File: config.mk
export PLATFORM = sky130hd
export DESIGN_NAME = spi_sck_cs_unit
export DESIGN_NICKNAME = d
export VERILOG_FILES = /design/src/rtl/spi_sck_pkg.sv /design/src/rtl/sck_half_timer.sv /design/src/rtl/sck_edge_seq.sv /design/src/rtl/spi_sck_cs_unit.sv
export SDC_FILE = /design/constraint.sdc
export NUM_CORES = 1
export LEC_CHECK = 0
export BUFFER_PORTS_ARGS = -buffer_cell sky130_fd_sc_hd__buf_2
export CORE_ASPECT_RATIO = 1.2
export CORE_MARGIN = 5
export CORE_UTILIZATION = 45
export CTS_BUF_LIST = sky130_fd_sc_hd__clkbuf_4
export CTS_CLUSTER_DIAMETER = 60
export CTS_CLUSTER_SIZE = 14
export DETAILED_ROUTE_END_ITERATION = 8
export GPL_ROUTABILITY_DRIVEN = 1
export PLACE_DENSITY = 0.72
export REMOVE_ABC_BUFFERS = 1
export SYNTH_ARGS = -nofsm -noshare
export SYNTH_HDL_FRONTEND = slang
export SYNTH_SLANG_ARGS = --single-unit
File: constraint.sdc
create_clock -name clk -period 2.3 [get_ports clk]
set_clock_uncertainty 0.2 [all_clocks]
set_input_delay 0.23 -clock clk [delete_from_list [all_inputs] [get_ports clk]]
set_output_delay 0.23 -clock clk [all_outputs]
set_load 0.02 [all_outputs]
File: src/rtl/spi_sck_pkg.sv
package spi_sck_pkg;
   typedef enum logic [1:0] {
      SQ_IDLE = 2'd0,
      SQ_LEAD = 2'd1,
      SQ_RUN  = 2'd2
   } seq_st_e;
endpackage

File: src/rtl/sck_half_timer.sv
module sck_half_timer #(
   parameter int DIV_W = 11
) (
   input  logic             clk,
   input  logic             rst_n,
   input  logic             run,
   input  logic [DIV_W-1:0] div_in,
   output logic             tick
);
   logic [DIV_W-1:0] cnt_q;

   assign tick = run && (cnt_q == '0);

   // preload while idle; reload from the live divider only at a boundary
   always_ff @(posedge clk or negedge rst_n) begin
      if (!rst_n)           cnt_q <= '0;
      else if (!run || tick) cnt_q <= div_in;
      else                  cnt_q <= cnt_q - 1'b1;
   end


   reload_chk: assert property (@(posedge clk) disable iff (!rst_n)
      (run && !tick && $past(run)) |=> (cnt_q == $past(cnt_q) - 1'b1));
endmodule

File: src/rtl/sck_edge_seq.sv
module sck_edge_seq
   import spi_sck_pkg::*;
#(
   parameter int LEN_W = 8
) (
   input  logic             clk,
   input  logic             rst_n,
   input  logic             go,
   input  logic [LEN_W-1:0] nbits,
   input  logic             tick,
   input  logic             pha_late,
   input  logic             smp_opp,
   output logic             run,
   output logic             ph,
   output logic             hw_cs_n,
   output logic             shift_stb,
   output logic             sample_stb
);
   localparam int CW = LEN_W + 1;

   seq_st_e         st_q;
   logic [CW-1:0]   ecnt_q;
   logic [CW-1:0]   tgt_q;
   logic [CW-1:0]   nxt;
   logic            toggle;
   logic            nat_smp;

   assign run     = (st_q != SQ_IDLE);
   assign nxt     = ecnt_q + 1'b1;
   assign toggle  = tick && run && (ecnt_q != tgt_q);
   assign nat_smp = nxt[0] ^ pha_late;

   always_ff @(posedge clk or negedge rst_n) begin
      if (!rst_n) begin
         st_q       <= SQ_IDLE;
         ecnt_q     <= '0;
         tgt_q      <= '0;
         ph         <= 1'b0;
         hw_cs_n    <= 1'b1;
         shift_stb  <= 1'b0;
         sample_stb <= 1'b0;
      end else begin
         shift_stb  <= 1'b0;
         sample_stb <= 1'b0;
         if (st_q == SQ_IDLE) begin
            if (go && (nbits != '0)) begin
               st_q    <= SQ_LEAD;
               tgt_q   <= {nbits, 1'b0};
               ecnt_q  <= '0;
               hw_cs_n <= 1'b0;
            end
         end else if (toggle) begin
            st_q       <= SQ_RUN;
            ph         <= ~ph;
            ecnt_q     <= nxt;
            shift_stb  <= ~nat_smp;
            sample_stb <= nat_smp ^ smp_opp;
         end else if (tick) begin
            st_q    <= SQ_IDLE;
            hw_cs_n <= 1'b1;
         end
      end
   end


   edge_bound_chk: assert property (@(posedge clk) disable iff (!rst_n)
      ecnt_q <= tgt_q);

   strobe_busy_chk: assert property (@(posedge clk) disable iff (!rst_n)
      (shift_stb || sample_stb) |-> run);

   coincide_chk: assert property (@(posedge clk) disable iff (!rst_n)
      (shift_stb && sample_stb) |-> $past(smp_opp));

   idle_level_chk: assert property (@(posedge clk) disable iff (!rst_n)
      !run |-> !ph);

   single_role_chk: assert property (@(posedge clk) disable iff (!rst_n)
      ((shift_stb || sample_stb) && !$past(smp_opp)) |-> $onehot({shift_stb, sample_stb}));
endmodule

File: src/rtl/spi_sck_cs_unit.sv
module spi_sck_cs_unit #(
   parameter int DIV_W  = 11,
   parameter int LEN_W  = 8,
   parameter bit CS_REG = 1'b0
) (
   input  logic             clk,
   input  logic             rst_n,
   input  logic [DIV_W-1:0] div_sel,
   input  logic             pol_idle_hi,
   input  logic             pha_late,
   input  logic             smp_opp,
   input  logic [1:0]       ce_mode,
   input  logic             xfer_go,
   input  logic [LEN_W-1:0] xfer_bits,
   output logic             sck,
   output logic             cs_n,
   output logic             busy,
   output logic             shift_stb,
   output logic             sample_stb
);
   generate
      if (DIV_W < 1 || DIV_W > 16) begin : g_bad_div
         $error("DIV_W must lie in 1..16");
      end
      if (LEN_W < 1 || LEN_W > 16) begin : g_bad_len
         $error("LEN_W must lie in 1..16");
      end
   endgenerate

   logic run, tick, ph, hw_cs_n, cs_sel;

   sck_half_timer #(.DIV_W(DIV_W)) u_tmr (
      .clk(clk), .rst_n(rst_n), .run(run), .div_in(div_sel), .tick(tick)
   );

   sck_edge_seq #(.LEN_W(LEN_W)) u_seq (
      .clk(clk), .rst_n(rst_n), .go(xfer_go), .nbits(xfer_bits), .tick(tick),
      .pha_late(pha_late), .smp_opp(smp_opp), .run(run), .ph(ph),
      .hw_cs_n(hw_cs_n), .shift_stb(shift_stb), .sample_stb(sample_stb)
   );

   assign sck    = ph ^ pol_idle_hi;
   assign busy   = run;
   assign cs_sel = ce_mode[1] ? ce_mode[0] : hw_cs_n;

   generate
      if (CS_REG) begin : g_cs_reg
         always_ff @(posedge clk or negedge rst_n) begin
            if (!rst_n) cs_n <= 1'b1;
            else        cs_n <= cs_sel;
         end
      end else begin : g_cs_comb
         assign cs_n = cs_sel;
      end
   endgenerate


   hw_cs_low_chk: assert property (@(posedge clk) disable iff (!rst_n)
      (busy && !ce_mode[1] && !CS_REG) |-> !cs_n);

   sck_idle_chk: assert property (@(posedge clk) disable iff (!rst_n)
      !busy |-> (sck == pol_idle_hi));
endmodule

Word-level counts from Yosys, hierarchy flattened
Index checks and enable logic that the tools add are counted.
{ "word_totals": {"wordCells": 54, "reg_bits": 34} }
{ "op_classes": {"n_reduce_logical": 18, "n_eq_ne": 3, "muxes": 17, "addsub": 2, "bitwise_logic": 6} }
{ "op_table": {"columns": ["cell", "n"], "rows": [
  ["$mux 9", 3],
  ["$logic_not 11->1", 1],
  ["$mux 11", 1],
  ["$sub 11x1->11 const B", 1],
  ["$add 9x1->9 const B", 1],
  ["$mux 1", 9],
  ["$ne 9x9->1", 1],
  ["$mux 2", 4],
  ["$reduce_and 2->1", 4],
  ["$reduce_bool 8->1", 1],
  ["$reduce_bool 2->1", 3],
  ["$logic_and 1x1->1", 4],
  ["$ne 2x2->1 const B", 2],
  ["$not 1->1", 3],
  ["$reduce_and 3->1", 1],
  ["$reduce_bool 3->1", 1],
  ["$xor 1x1->1", 3],
  ["$logic_not 2->1", 1],
  ["$logic_not 1->1", 1],
  ["$logic_or 1x1->1", 1]
]} }

Longest topological paths before layout
Gate-level depths: netlist of the first run.
{ "depth": {"depth_word": 6, "depth_mapped": 8, "ltp_nobuf": 7} }

Cells and area by module
Synthesis of the first run repeated with hierarchy kept, for this count alone.
{ "hier_totals": {"hier_cells": 156, "hier_area_um2": 1764.2} }
{ "by_module_without_submodules": {"columns": ["mod", "instances", "cells_each", "area_per_inst_um2"], "rows": [
  ["sck_edge_seq", 1, 93, 1124.8],
  ["sck_half_timer", 1, 61, 615.6],
  ["spi_sck_cs_unit", 1, 2, 23.8]
]} }

Worst setup path after synthesis of the first run
OpenSTA, ideal clock, no wires.
{ "synth_path": {"kind": "flip-flop to flip-flop", "startpoint": "register u_tmr.cnt_q[3]", "endpoint": "register u_tmr.cnt_q[9]", "synth_period_minus_slack_ns": 1.892, "arrival_ns": 1.572, "setup_time_ns": 0.120, "n_path_buf": 0, "setup_slack_ns": 0.408, "stages_incl_launch_ff": 6, "cell_sequence": "dfrtp_1 > or3_1 > or4_4 > nor4_4 > xnor2_1 > o21ai_2"} }
{ "synth_via": {"elab_chain_len": 4, "word_cells_on_any_way": 5, "classes_between": "add/sub: 1; mux: 1; reduce/logical: 3"} }
{ "synth_lines": {"columns": ["element", "line", "rtl"], "rows": [
  ["from (decl)", "sck_half_timer.sv:10", "logic [DIV_W-1:0] cnt_q;"],
  ["from (signal assigned)", "sck_half_timer.sv:17", "else if (!run || tick) cnt_q <= div_in;"],
  ["from (signal assigned)", "sck_half_timer.sv:18", "else cnt_q <= cnt_q - 1'b1;"],
  ["parallel branches: the longest is 3 deep, another holds $sub 11x1->11", null, null],
  ["$mux 11 *", "sck_half_timer.sv:17", null]
]} }
Mark *: on every way between the ends.
A chain may end at the register's enable or synchronous reset.

Worst setup path after layout of the first run
{ "layout_path": {"startpoint": "register u_tmr.cnt_q[0]", "endpoint": "register u_seq.ph"} }
{ "layout_via": {"elab_chain_len": 5} }
{ "layout_lines": {"columns": ["element", "line", "rtl"], "rows": [
  ["$logic_not 11->1", "sck_half_timer.sv:12", "assign tick = run && (cnt_q == '0);"],
  ["$logic_and 1x1->1", "sck_half_timer.sv:12", null],
  ["$logic_and 1x1->1 (2 in a row)", "sck_edge_seq.sv:30", "assign toggle = tick && run && (ecnt_q != tgt_q);"],
  ["$reduce_and 2->1 (no source line)", null, null],
  ["to (signal assigned)", "sck_edge_seq.sv:54", "ph <= ~ph;"],
  ["to (decl)", "sck_edge_seq.sv:14", "output logic ph,"]
]} }
No other way between the ends.

==> results.json, run 1 <==
{
  "drive_gt1_share_pct": 22.09,
  "drtAntennaViolNets": 0,
  "leakage_uw": 0.001087,
  "tightest_slew_ns": 0.7368,
  "max_stage_delay_ns": 0.44,
  "synth_area_per_cell_sq_um": 9.361,
  "ys_ff_latch": 34,
  "antenna_cells": 0,
  "hold_path_depth": 4,
  "hold_class": "primary input to register",
  "hold_viol": 0,
  "grt_max_degree": 35,
  "place_congestion": 0.8484,
  "vdd_drop_max_mv": 0.3149,
  "io_pins": 32,
  "met2_usage_pct": 24.90,
  "endpoint_kind": "register",
  "final.setup.worst_slack_ns": 0.2109,
  "vias_per_cell": 4.914,
  "first_pass_iters": 4,
  "cts_setup_buffers": 0,
  "rsz0062_at_grt": "false",
  "grt_overflow": 0,
  "htree_levels": 2,
  "met3_usage_pct": 3.429,
  "grt_pass1_vias": 1425,
  "die_area_sq_um": 5242,
  "syn_inst": 187,
  "critPathKind": "register to register",
  "io_buffers": 31,
  "grtUsageTotal_pct": 16.03,
  "status": "finished clean",
  "nNetsFinal": 277,
  "vias": 1479,
  "min_period_over_period_pct": 90.83,
  "drt-initial-drc-count": 48,
  "met1_usage_pct": 20.71,
  "fin_crit_ns": 2.089,
  "cts_tree": "built",
  "netlist_area_sq_um": 1750,
  "synth_flop_cell": "dfrtp_1",
  "crit_required_ns": 2.32,
  "relSlewSlack_pct": 50.88,
  "powerDensity_nw_per_um2": 447.2,
  "drv_cap": 0,
  "fmax_mhz": 478.7,
  "start_util_pct": 47.39,
  "synth-edff-count": 0,
  "fin_setup_tns_ns": 0,
  "grt_pass1_wl_um": 6410,
  "cp_slowest_cell": "dfrtp_1",
  "cp_cell_sequence": "inv_1 > ha_1 > nor2b_1 > nand4b_2 > nor2_1 > nand2_1 > xnor2_1",
  "routed_wl_um": 3774,
  "rows": 24,
  "die_y_um": 78.32,
  "synthTopCellsByArea": "dfrtp_1, nand2_1, xnor2_1",
  "dpl_worst_slack_ns": 0.2047,
  "worstSkewPairLatency_ns": 0.34,
  "netlist-cell-type-count": 38,
  "clock-root-buffer": "clkbuf_4",
  "async_reset_ff_share_pct": 100.0,
  "post_drt_wl_per_cell_um": 12.54,
  "area_growth_pct": 30.16,
  "drc_errors": 0,
  "reg2reg_depth": 7,
  "synth_top_area_share_pct": 47.18,
  "die_x_um": 66.94,
  "slew_viol_final": 0,
  "synth_top_area_cell": "dfrtp_1",
  "critical_path.max_fanout": 7,
  "place_hpwl_um": 2560,
  "grt-busiest-layer": "met2",
  "cp.arrival_ns": 2.11,
  "antenna_found_initial": 0,
  "cts_sinks": 34,
  "yosysSeqAreaShare_pct": 48.68,
  "crit_path_start_kind": "register",
  "yosysWarnings": 0,
  "ctsLongestPathBuffers": 2,
  "setup_viol": 0,
  "coreArea_sq_um": 3694,
  "cts_buffers": 5,
  "path_clk_slew_ns": 0.10
}
kinds of logic after synthesis:
kind of cell               synth area share [%]
muxes                                     2.359
and+or+nand+nor                           25.59
xor gates and xnor gates                  11.01
buffers and inverters                     2.787
adders and majority gates                 1.429
DFF                                       48.68
AOI/OAI and AO/OA                         8.148
power by group:
group / switching, uW / internal [uW]
clock: 191 / 157
combinational: 28.6 / 44.7
sequential: 0 / 597
cells in the mapped netlist, types with 2 or more instances:
cell type  instances
nor2_1            12
o21ai_1            2
nand3_1            5
nor4_2             2
inv_1              8
nor4_1             3
xnor2_1           11
nand2_1           49
dfrtp_1           33
buf_2              3
a21oi_1            3
or4_1              2
or3_1              2
xor2_1            11
a21o_1             2
ha_1               2
nor3_1             7
o21a_1             2
o21ai_0            7
mux2i_1            3
stage by stage:
stage / hold WS, ns / area, sq um / total power (uW) / utilization (%) / instances
floorplan: -0.2656 / 1732 / 617.5 / - / 183
global placement: 0.1382 / 1989 / 654.0 / 53.86 / 271
detailed placement: 0.1449 / 1989 / 654.3 / 53.86 / 271
CTS: 0.1504 / 2270 / 1033 / 61.45 / 301
global route: 0.1625 / 2278 / 1069 / 61.69 / 301
finish: 0.1628 / 2278 / 1019 / 61.69 / 301
critical path: cells and delay by family, from the launching register on:
kind	cells	cell delay (ns)
xor gates and xnor gates	1	0.17
adders and majority gates	1	0.19
buffers and inverters	1	0.08
DFF	1	0.44
and+or+nand+nor	4	0.89
layout make-up:
cell class / instances / area, sq um
timing repair buffer: 58 / 412.9
inverter: 8 / 30.03
tap: 52 / 65.06
multi-input combinational: 141 / 858.3
sequential: 34 / 852.1
clock buffer: 8 / 60.06
fill: 318 / 1415
metal layers:
| metal | up-vias | share of wire, % |
|---|---|---|
| li1 | 751 | - |
| met1 | 692 | 45 |
| met2 | 27 | 48 |
| met3 | 9 | 3.9 |
| met4 | 0 | 2.5 |
| met5 | - | 0 |
state kept, by name, summed over array words and instances, names as in the netlist:
register          count
u_seq.ph              1
u_seq.st_q            2
u_seq.tgt_q           8
u_seq.ecnt_q          9
u_seq.sample_stb      1
u_seq.shift_stb       1
u_tmr.cnt_q          11
u_seq.hw_cs_n         1
cell usage in the layout (no fill, tap or decap), drive strengths merged, types with 3 or more instances in the layout:
cell | synthesis | routed
clkbuf | 1 | 8
a21oi | 3 | 3
nor4 | 6 | 6
or4 | 3 | 3
mux2i | 3 | 3
inv | 8 | 8
xnor2 | 11 | 11
o21ai | 10 | 10
nor3 | 7 | 7
nand3 | 5 | 5
xor2 | 11 | 11
nand2 | 49 | 49
dlygate4sd3 | 0 | 22
dfrtp | 33 | 33
nor2 | 12 | 12
buf | 3 | 36
final timing paths:
| check | endpoint | startpoint | slack [ns] |
|---|---|---|---|
| worst max-delay path | u_seq.ph$_DFFE_PN0P_ | u_tmr.cnt_q[0]$_DFF_PN0_ | 0.21 |
| worst min-delay path | u_seq.st_q[0]$_DFFE_PN0P_ | xfer_go | 0.16 |
| worst max register to register | u_seq.ph$_DFFE_PN0P_ | u_tmr.cnt_q[0]$_DFF_PN0_ | 0.21 |
| worst min register to register | u_seq.st_q[0]$_DFFE_PN0P_ | u_seq.st_q[0]$_DFFE_PN0P_ | 0.29 |
| max in group asynchronous | u_seq.ecnt_q[1]$_DFFE_PN0P_ | rst_n | 1.14 |
| min in group asynchronous | u_tmr.cnt_q[5]$_DFF_PN0_ | rst_n | 0.28 |
what timing repair did:
item                                    CTS  global route
hold buffers                             22             0
hold endpoints to repair                 54             0
gates resized for setup                   0             2
endpoints found under the setup margin    0             2
(Power assumes the default switching activity.)
==> inputs of run 2 (changes only) <==
--- a/config.mk
+++ b/config.mk
@@ -5,6 +5,7 @@
 export SDC_FILE = /design/constraint.sdc
 export NUM_CORES = 1
 export LEC_CHECK = 0
+export ABC_AREA = 1
 export BUFFER_PORTS_ARGS = -buffer_cell sky130_fd_sc_hd__buf_2
 export CORE_ASPECT_RATIO = 1.2
 export CORE_MARGIN = 5
@@ -14,7 +15,7 @@
 export CTS_CLUSTER_SIZE = 14
 export DETAILED_ROUTE_END_ITERATION = 8
 export GPL_ROUTABILITY_DRIVEN = 1
-export PLACE_DENSITY = 0.72
+export PLACE_DENSITY = 0.71
 export REMOVE_ABC_BUFFERS = 1
 export SYNTH_ARGS = -nofsm -noshare
 export SYNTH_HDL_FRONTEND = slang
==> run 2 against run 1 <==
Compared with the run above:
- register-to-register slack better by 0.02 ns
- cell area increased by 5.5%
- worst setup slack improved by 0.017 ns
- utilization down 4.9 points
- non-clock buffer count is 4 lower
- global-route usage down 0.84 points
- flip-flop and latch count stayed put
- critical endpoint is now u_tmr.cnt_q[5]$_DFF_PN0_
==> results.json, run 2 <==
{
  "drt-initial-drc-count": 59,
  "fmax_mhz": 482.6,
  "rsz0062_at_grt": "false",
  "synth_flop_cell": "dfrtp_1",
  "status": "finished clean",
  "place_hpwl_um": 2695,
  "stdcell_area_sq_um": 2404,
  "power_frac_clock_pct": 31.1,
  "cts_resized": 0,
  "crit_family": "simple AND/OR/NAND/NOR gates",
  "seq_power_share_pct": 61.1,
  "cp_common_cell": "nand2_1",
  "synth-edff-count": 0,
  "crit_required_ns": 2.33,
  "first_pass_iters": 4,
  "routed_wl_um": 3885,
  "cts_setup_buffers": 0,
  "coreArea_sq_um": 4229,
  "nNetsFinal": 329,
  "min_period_over_period_pct": 90.09,
  "synth_compound_area_share_pct": 6.628,
  "vdd_drop_max_mv": 0.2823,
  "cts_hold_buf": 22,
  "async_reset_ff_share_pct": 100.0,
  "setup_viol": 0,
  "synthSimpleGateAreaFrac_pct": 31.40,
  "tightest_slew_ns": 0.7457,
  "drtAntennaViolNets": 0,
  "slew_viol_final": 0,
  "cp_slowest_cell": "nand2_1",
  "hold_class": "primary input to async pin",
  "fillers": 410,
  "synth_common_cells": "nand2_1, dfrtp_1, inv_1",
  "netlist-cell-type-count": 33,
  "regMostFlops": "u_tmr.cnt_q",
  "relSlewSlack_pct": 50.28,
  "fin_cells": 357,
  "yosys.area_share.adder_pct": 1.287,
  "yosysMostFrequentCell": "nand2_1",
  "start_util_pct": 45.98,
  "synth_top_family_by_area": "simple AND/OR/NAND/NOR gates",
  "grt_pass1_vias": 1596,
  "drc_errors": 0,
  "largestRegisters": "u_tmr.cnt_q: 11 flops, u_seq.ecnt_q: 9 flops, u_seq.tgt_q: 8 flops",
  "worst-r2r-setup-slack_ns": 0.23,
  "drv_cap": 0,
  "dpl.cell_count": 327,
  "power_switching_uw": 226.6,
  "place_congestion": 0.8082,
  "critical_path.max_fanout": 20,
  "die_x_um": 70.01,
  "synth_top_area_share_pct": 42.47,
  "rows": 26,
  "synth_top_area_cell": "dfrtp_1",
  "netlist_area_sq_um": 1944,
  "critPathBufInv": 2,
  "synthTopCellsByArea": "dfrtp_1, nand2_1, inv_1",
  "grt_max_degree": 35,
  "switching_share_pct": 23.17,
  "grtUsageTotal_pct": 15.19,
  "comb_power_share_pct": 7.8,
  "intPower_uw": 751.6,
  "max_stage_delay_ns": 0.44,
  "yosysWarnings": 0,
  "crit_path_start_kind": "register",
  "utilization_pct": 56.83,
  "grt_pass1_wl_um": 6948,
  "grt_overflow": 0,
  "hold_viol": 0,
  "fin_crit_ns": 2.072,
  "antenna_found_initial": 0,
  "synth_area_per_cell_sq_um": 7.904,
  "htree_levels": 2,
  "ctsLongestPathBuffers": 2,
  "placed_area_sq_um": 2135,
  "post_synth_mux_area_share_pct": 0,
  "layout_commonest_cell": "nand2_1",
  "critPathKind": "register to register",
  "cts_sinks": 34,
  "cp_cell_sequence": "inv_1 > ha_1 > nand2_2 > nor2_4 > nand3_4 > nand2_1 > inv_1 > nand2_1 > nand2_1",
  "syn_inst": 246,
  "fin_setup_tns_ns": 0,
  "total_power_uw": 978.3,
  "cp.arrival_ns": 2.10,
  "endpoint_kind": "register",
  "largest_reg_flops": 11,
  "powerDensity_nw_per_um2": 407.0,
  "leakage_uw": 0.001188,
  "final_cell_mix": "nand2_1, dfrtp_1, inv_1, buf_2, dlygate4sd3_1",
  "synth_xor_xnor_area_share_pct": 8.108,
  "drive_gt1_share_pct": 17.94,
  "vias": 1666,
  "die_area_sq_um": 5741,
  "die_y_um": 82.01,
  "area_growth_pct": 23.62,
  "io_pins": 32,
  "io_buffers": 31,
  "antenna_cells": 0,
  "vias_per_cell": 4.667,
  "yosysSeqAreaShare_pct": 43.82,
  "ys_ff_latch": 34,
  "path_clk_slew_ns": 0.10,
  "worstSkewPairLatency_ns": 0.33,
  "clock-root-buffer": "clkbuf_4",
  "cts_buffers": 5,
  "cts_tree": "built",
  "post_drt_wl_per_cell_um": 10.88
}
## run 2: through the flow
step	hold WS (ns)	setup slack [ns]
final	0.2854	0.2279
after global routing	0.3320	0.001548
after CTS	0.2883	0.2434
after detailed placement	0.1511	0.2504
after global placement	0.1420	0.3611
after floorplan	-0.2656	0.5125
## run 2: worst paths after layout
path / start / endpoint / cells after the start
worst min-delay path: rst_n / u_tmr.cnt_q[1]$_DFF_PN0_ / 2
worst max register to register: u_tmr.cnt_q[0]$_DFF_PN0_ / u_tmr.cnt_q[5]$_DFF_PN0_ / 9
worst max-delay path: u_tmr.cnt_q[0]$_DFF_PN0_ / u_tmr.cnt_q[5]$_DFF_PN0_ / 9
max in group asynchronous: rst_n / u_seq.ecnt_q[7]$_DFFE_PN0P_ / 2
worst min register to register: u_tmr.cnt_q[0]$_DFF_PN0_ / u_tmr.cnt_q[0]$_DFF_PN0_ / 1
min in group clk: u_tmr.cnt_q[0]$_DFF_PN0_ / u_tmr.cnt_q[0]$_DFF_PN0_ / 1
## run 2: layout make-up
| cell class | instances | area (sq um) | area share [%] |
|---|---|---|---|
| Timing Repair Buffer | 54 | 382.9 | 15.93 |
| Tap cell | 56 | 70.07 | 2.915 |
| Clock buffer | 5 | 37.54 | 1.562 |
| Clock inverter | 3 | 11.26 | 0.4685 |
| Multi-Input combinational cell | 171 | 922.1 | 38.37 |
| Inverter | 34 | 127.6 | 5.310 |
| Sequential cell | 34 | 852.1 | 35.45 |
## run 2: cell families after synthesis
group,count (synthesis)
simple gates,127
buf+inv,41
flops,34
xor+xnor,18
compound gates,24
fa+ha+maj,2
## run 2: power by group through the flow
stage / Clock [uW] / Combinational, uW / Sequential [uW]
after floorplan: 0 / 11.8 / 609
after global placement: 0 / 48.3 / 609
after detailed placement: 0 / 49.0 / 609
after CTS: 321 / 77.5 / 598
after global routing: 336 / 86.4 / 598
final: 304 / 76.4 / 597
## run 2: metal layers
layer | vias to the layer above | routed length, um | track usage, % | share of wire [%]
li1 | 873 | - | - | -
met1 | 763 | 1777 | 18.07 | 46
met2 | 25 | 1941 | 26.94 | 50
met3 | 5 | 93 | 3.060 | 2.4
met4 | 0 | 74 | 6.322 | 1.9
met5 | - | 0 | 0 | 0
==> inputs of run 3 (changes only) <==
==> constraint.sdc (replaced) <==
create_clock -name clk -period 2.09 [get_ports clk]
set_clock_uncertainty 0.2 [all_clocks]
set_input_delay 0.209 -clock clk [delete_from_list [all_inputs] [get_ports clk]]
set_output_delay 0.209 -clock clk [all_outputs]
set_load 0.02 [all_outputs]
==> run 3 against run 2 <==
Compared with the run above:
- combinational power up 9.3%
- first-iteration DRC count grew 61%
- cell count up 0.56%
- clock power increased by 9.2%
- flip-flop and latch count unchanged
- hold slack worse by 0.012 ns
- clock-buffer cell count did not move
- highest routed layer unchanged
==> results.json, run 3 (synthesis results as in run 2) <==
{
  "status": "finished clean",
  "grt_pass1_vias": 1600,
  "met1_usage_pct": 16.85,
  "leakage_uw": 0.001199,
  "grt-busiest-layer": "met2",
  "ctsLongestPathBuffers": 2,
  "drt-initial-drc-count": 95,
  "cts_resized": 0,
  "fin_crit_ns": 1.909,
  "grt_overflow": 0,
  "grt_pass1_wl_um": 6727,
  "min_period_over_period_pct": 91.35,
  "final.setup.worst_slack_ns": 0.1808,
  "slew_viol_final": 0,
  "setup_viol": 0,
  "htree_levels": 2,
  "routed_wl_um": 3895,
  "rsz0062_at_grt": "false",
  "final_cell_mix": "nand2_1, dfrtp_1, inv_1, buf_2, dlygate4sd3_1",
  "met2_usage_pct": 26.65,
  "fin_setup_tns_ns": 0,
  "fmax_mhz": 523.8,
  "hold_path_depth": 1,
  "stdcell_area_sq_um": 2419,
  "cts_sinks": 34,
  "start_util_pct": 45.98,
  "cts_tree": "built",
  "coreArea_sq_um": 4229,
  "die_area_sq_um": 5741,
  "vdd_drop_max_mv": 0.2786,
  "cp.arrival_ns": 1.93,
  "total_power_uw": 1073,
  "cts_setup_buffers": 0,
  "path_clk_slew_ns": 0.10,
  "area_growth_pct": 24.39,
  "crit_required_ns": 2.11,
  "hold_viol": 0,
  "place_hpwl_um": 2828,
  "rows": 26,
  "tightest_slew_ns": 0.7448,
  "critPathKind": "primary input to register",
  "endpoint_kind": "register",
  "die_x_um": 70.01,
  "largestRegisters": "u_tmr.cnt_q: 11 flops, u_seq.ecnt_q: 9 flops, u_seq.tgt_q: 8 flops",
  "io_pins": 32,
  "cts_buffers": 5,
  "drtAntennaViolNets": 0,
  "drive_gt1_share_pct": 18.48,
  "placed_area_sq_um": 2150,
  "relSlewSlack_pct": 50.34,
  "place_congestion": 0.7617,
  "io_buffers": 31,
  "grt_max_degree": 35,
  "critical_path.max_fanout": 28,
  "antenna_found_initial": 0,
  "crit_path_start_kind": "primary input",
  "vias": 1659,
  "worstSkewPairLatency_ns": 0.33,
  "powerDensity_nw_per_um2": 443.5,
  "met3_usage_pct": 3.672,
  "fillers": 397,
  "layout_commonest_cell": "nand2_1",
  "grtUsageTotal_pct": 14.67,
  "hold_class": "register to register",
  "worst-r2r-setup-slack_ns": 0.26,
  "clock-root-buffer": "clkbuf_4",
  "antenna_cells": 0,
  "regMostFlops": "u_tmr.cnt_q",
  "utilization_pct": 57.19,
  "nNetsFinal": 331,
  "drc_errors": 0,
  "dpl_worst_slack_ns": 0.2645,
  "vias_per_cell": 4.621,
  "die_y_um": 82.01,
  "post_drt_wl_per_cell_um": 10.85,
  "reg2reg_depth": 10,
  "drv_cap": 0,
  "largest_reg_flops": 11,
  "first_pass_iters": 4
}
==> run 3: changes by cell type in the layout (fill, tap and decap cells not counted) <==
| cell | change |
|---|---|
| buf_4 | +2 |
==> run 3: final cells by class <==
cell class / count / area [sq um] / share of cell area (%)
inverters: 34 / 127.6 / 5.277
repair buffers: 56 / 397.9 / 16.45
clock inverters: 3 / 11.26 / 0.4656
well taps: 56 / 70.07 / 2.897
multi-input cells: 171 / 922.1 / 38.13
clock buffers: 5 / 37.54 / 1.552
flip-flops and latches: 34 / 852.1 / 35.23
==> run 3: per-layer routing <==
| metal | part of all wire (%) | routed length (um) |
|---|---|---|
| met4 | 1.6 | 61 |
| met1 | 44 | 1701 |
| met5 | 0 | 0 |
| met2 | 51 | 1992 |
| met3 | 3.6 | 140 |
==> run 3: critical path, stage by stage <==
cell	delay (ns)
dlygate4sd3_1	0.52
buf_2	0.11
inv_1	0.06
nand4_1	0.11
o21a_1	0.20
nand2_2	0.36
nand2_2	0.19
nand2_1	0.10
nand2_1	0.05
==> run 3: timing repair <==
| item | in CTS | in global routing |
|---|---|---|
| endpoints found under the hold margin | 54 | 0 |
| hold buffers | 22 | 0 |
| setup endpoints to repair | 0 | 0 |
==> run 3: stage by stage <==
step / std cells / hold slack, ns
floorplan: 239 / -0.2866
global placement: 329 / 0.1208
detailed placement: 329 / 0.1266
CTS: 359 / 0.2814
global route: 359 / 0.2979
finish: 359 / 0.2735
==> run 3: worst paths after layout <==
check / from / end
worst min-delay path: u_tmr.cnt_q[0]$_DFF_PN0_ / u_tmr.cnt_q[0]$_DFF_PN0_
max in group asynchronous: rst_n / u_tmr.cnt_q[10]$_DFF_PN0_
worst max-delay path: xfer_bits[6] / u_seq.ecnt_q[6]$_DFFE_PN0P_
min in group asynchronous: rst_n / u_tmr.cnt_q[3]$_DFF_PN0_
worst min register to register: u_tmr.cnt_q[0]$_DFF_PN0_ / u_tmr.cnt_q[0]$_DFF_PN0_
worst max register to register: u_tmr.cnt_q[0]$_DFF_PN0_ / u_seq.ecnt_q[6]$_DFFE_PN0P_
==> run 3: power breakdown <==
group	switching (uW)	total, uW	internal (uW)
Sequential	0	657	657
Combinational	33.7	83.5	49.8
Clock	212	332	120
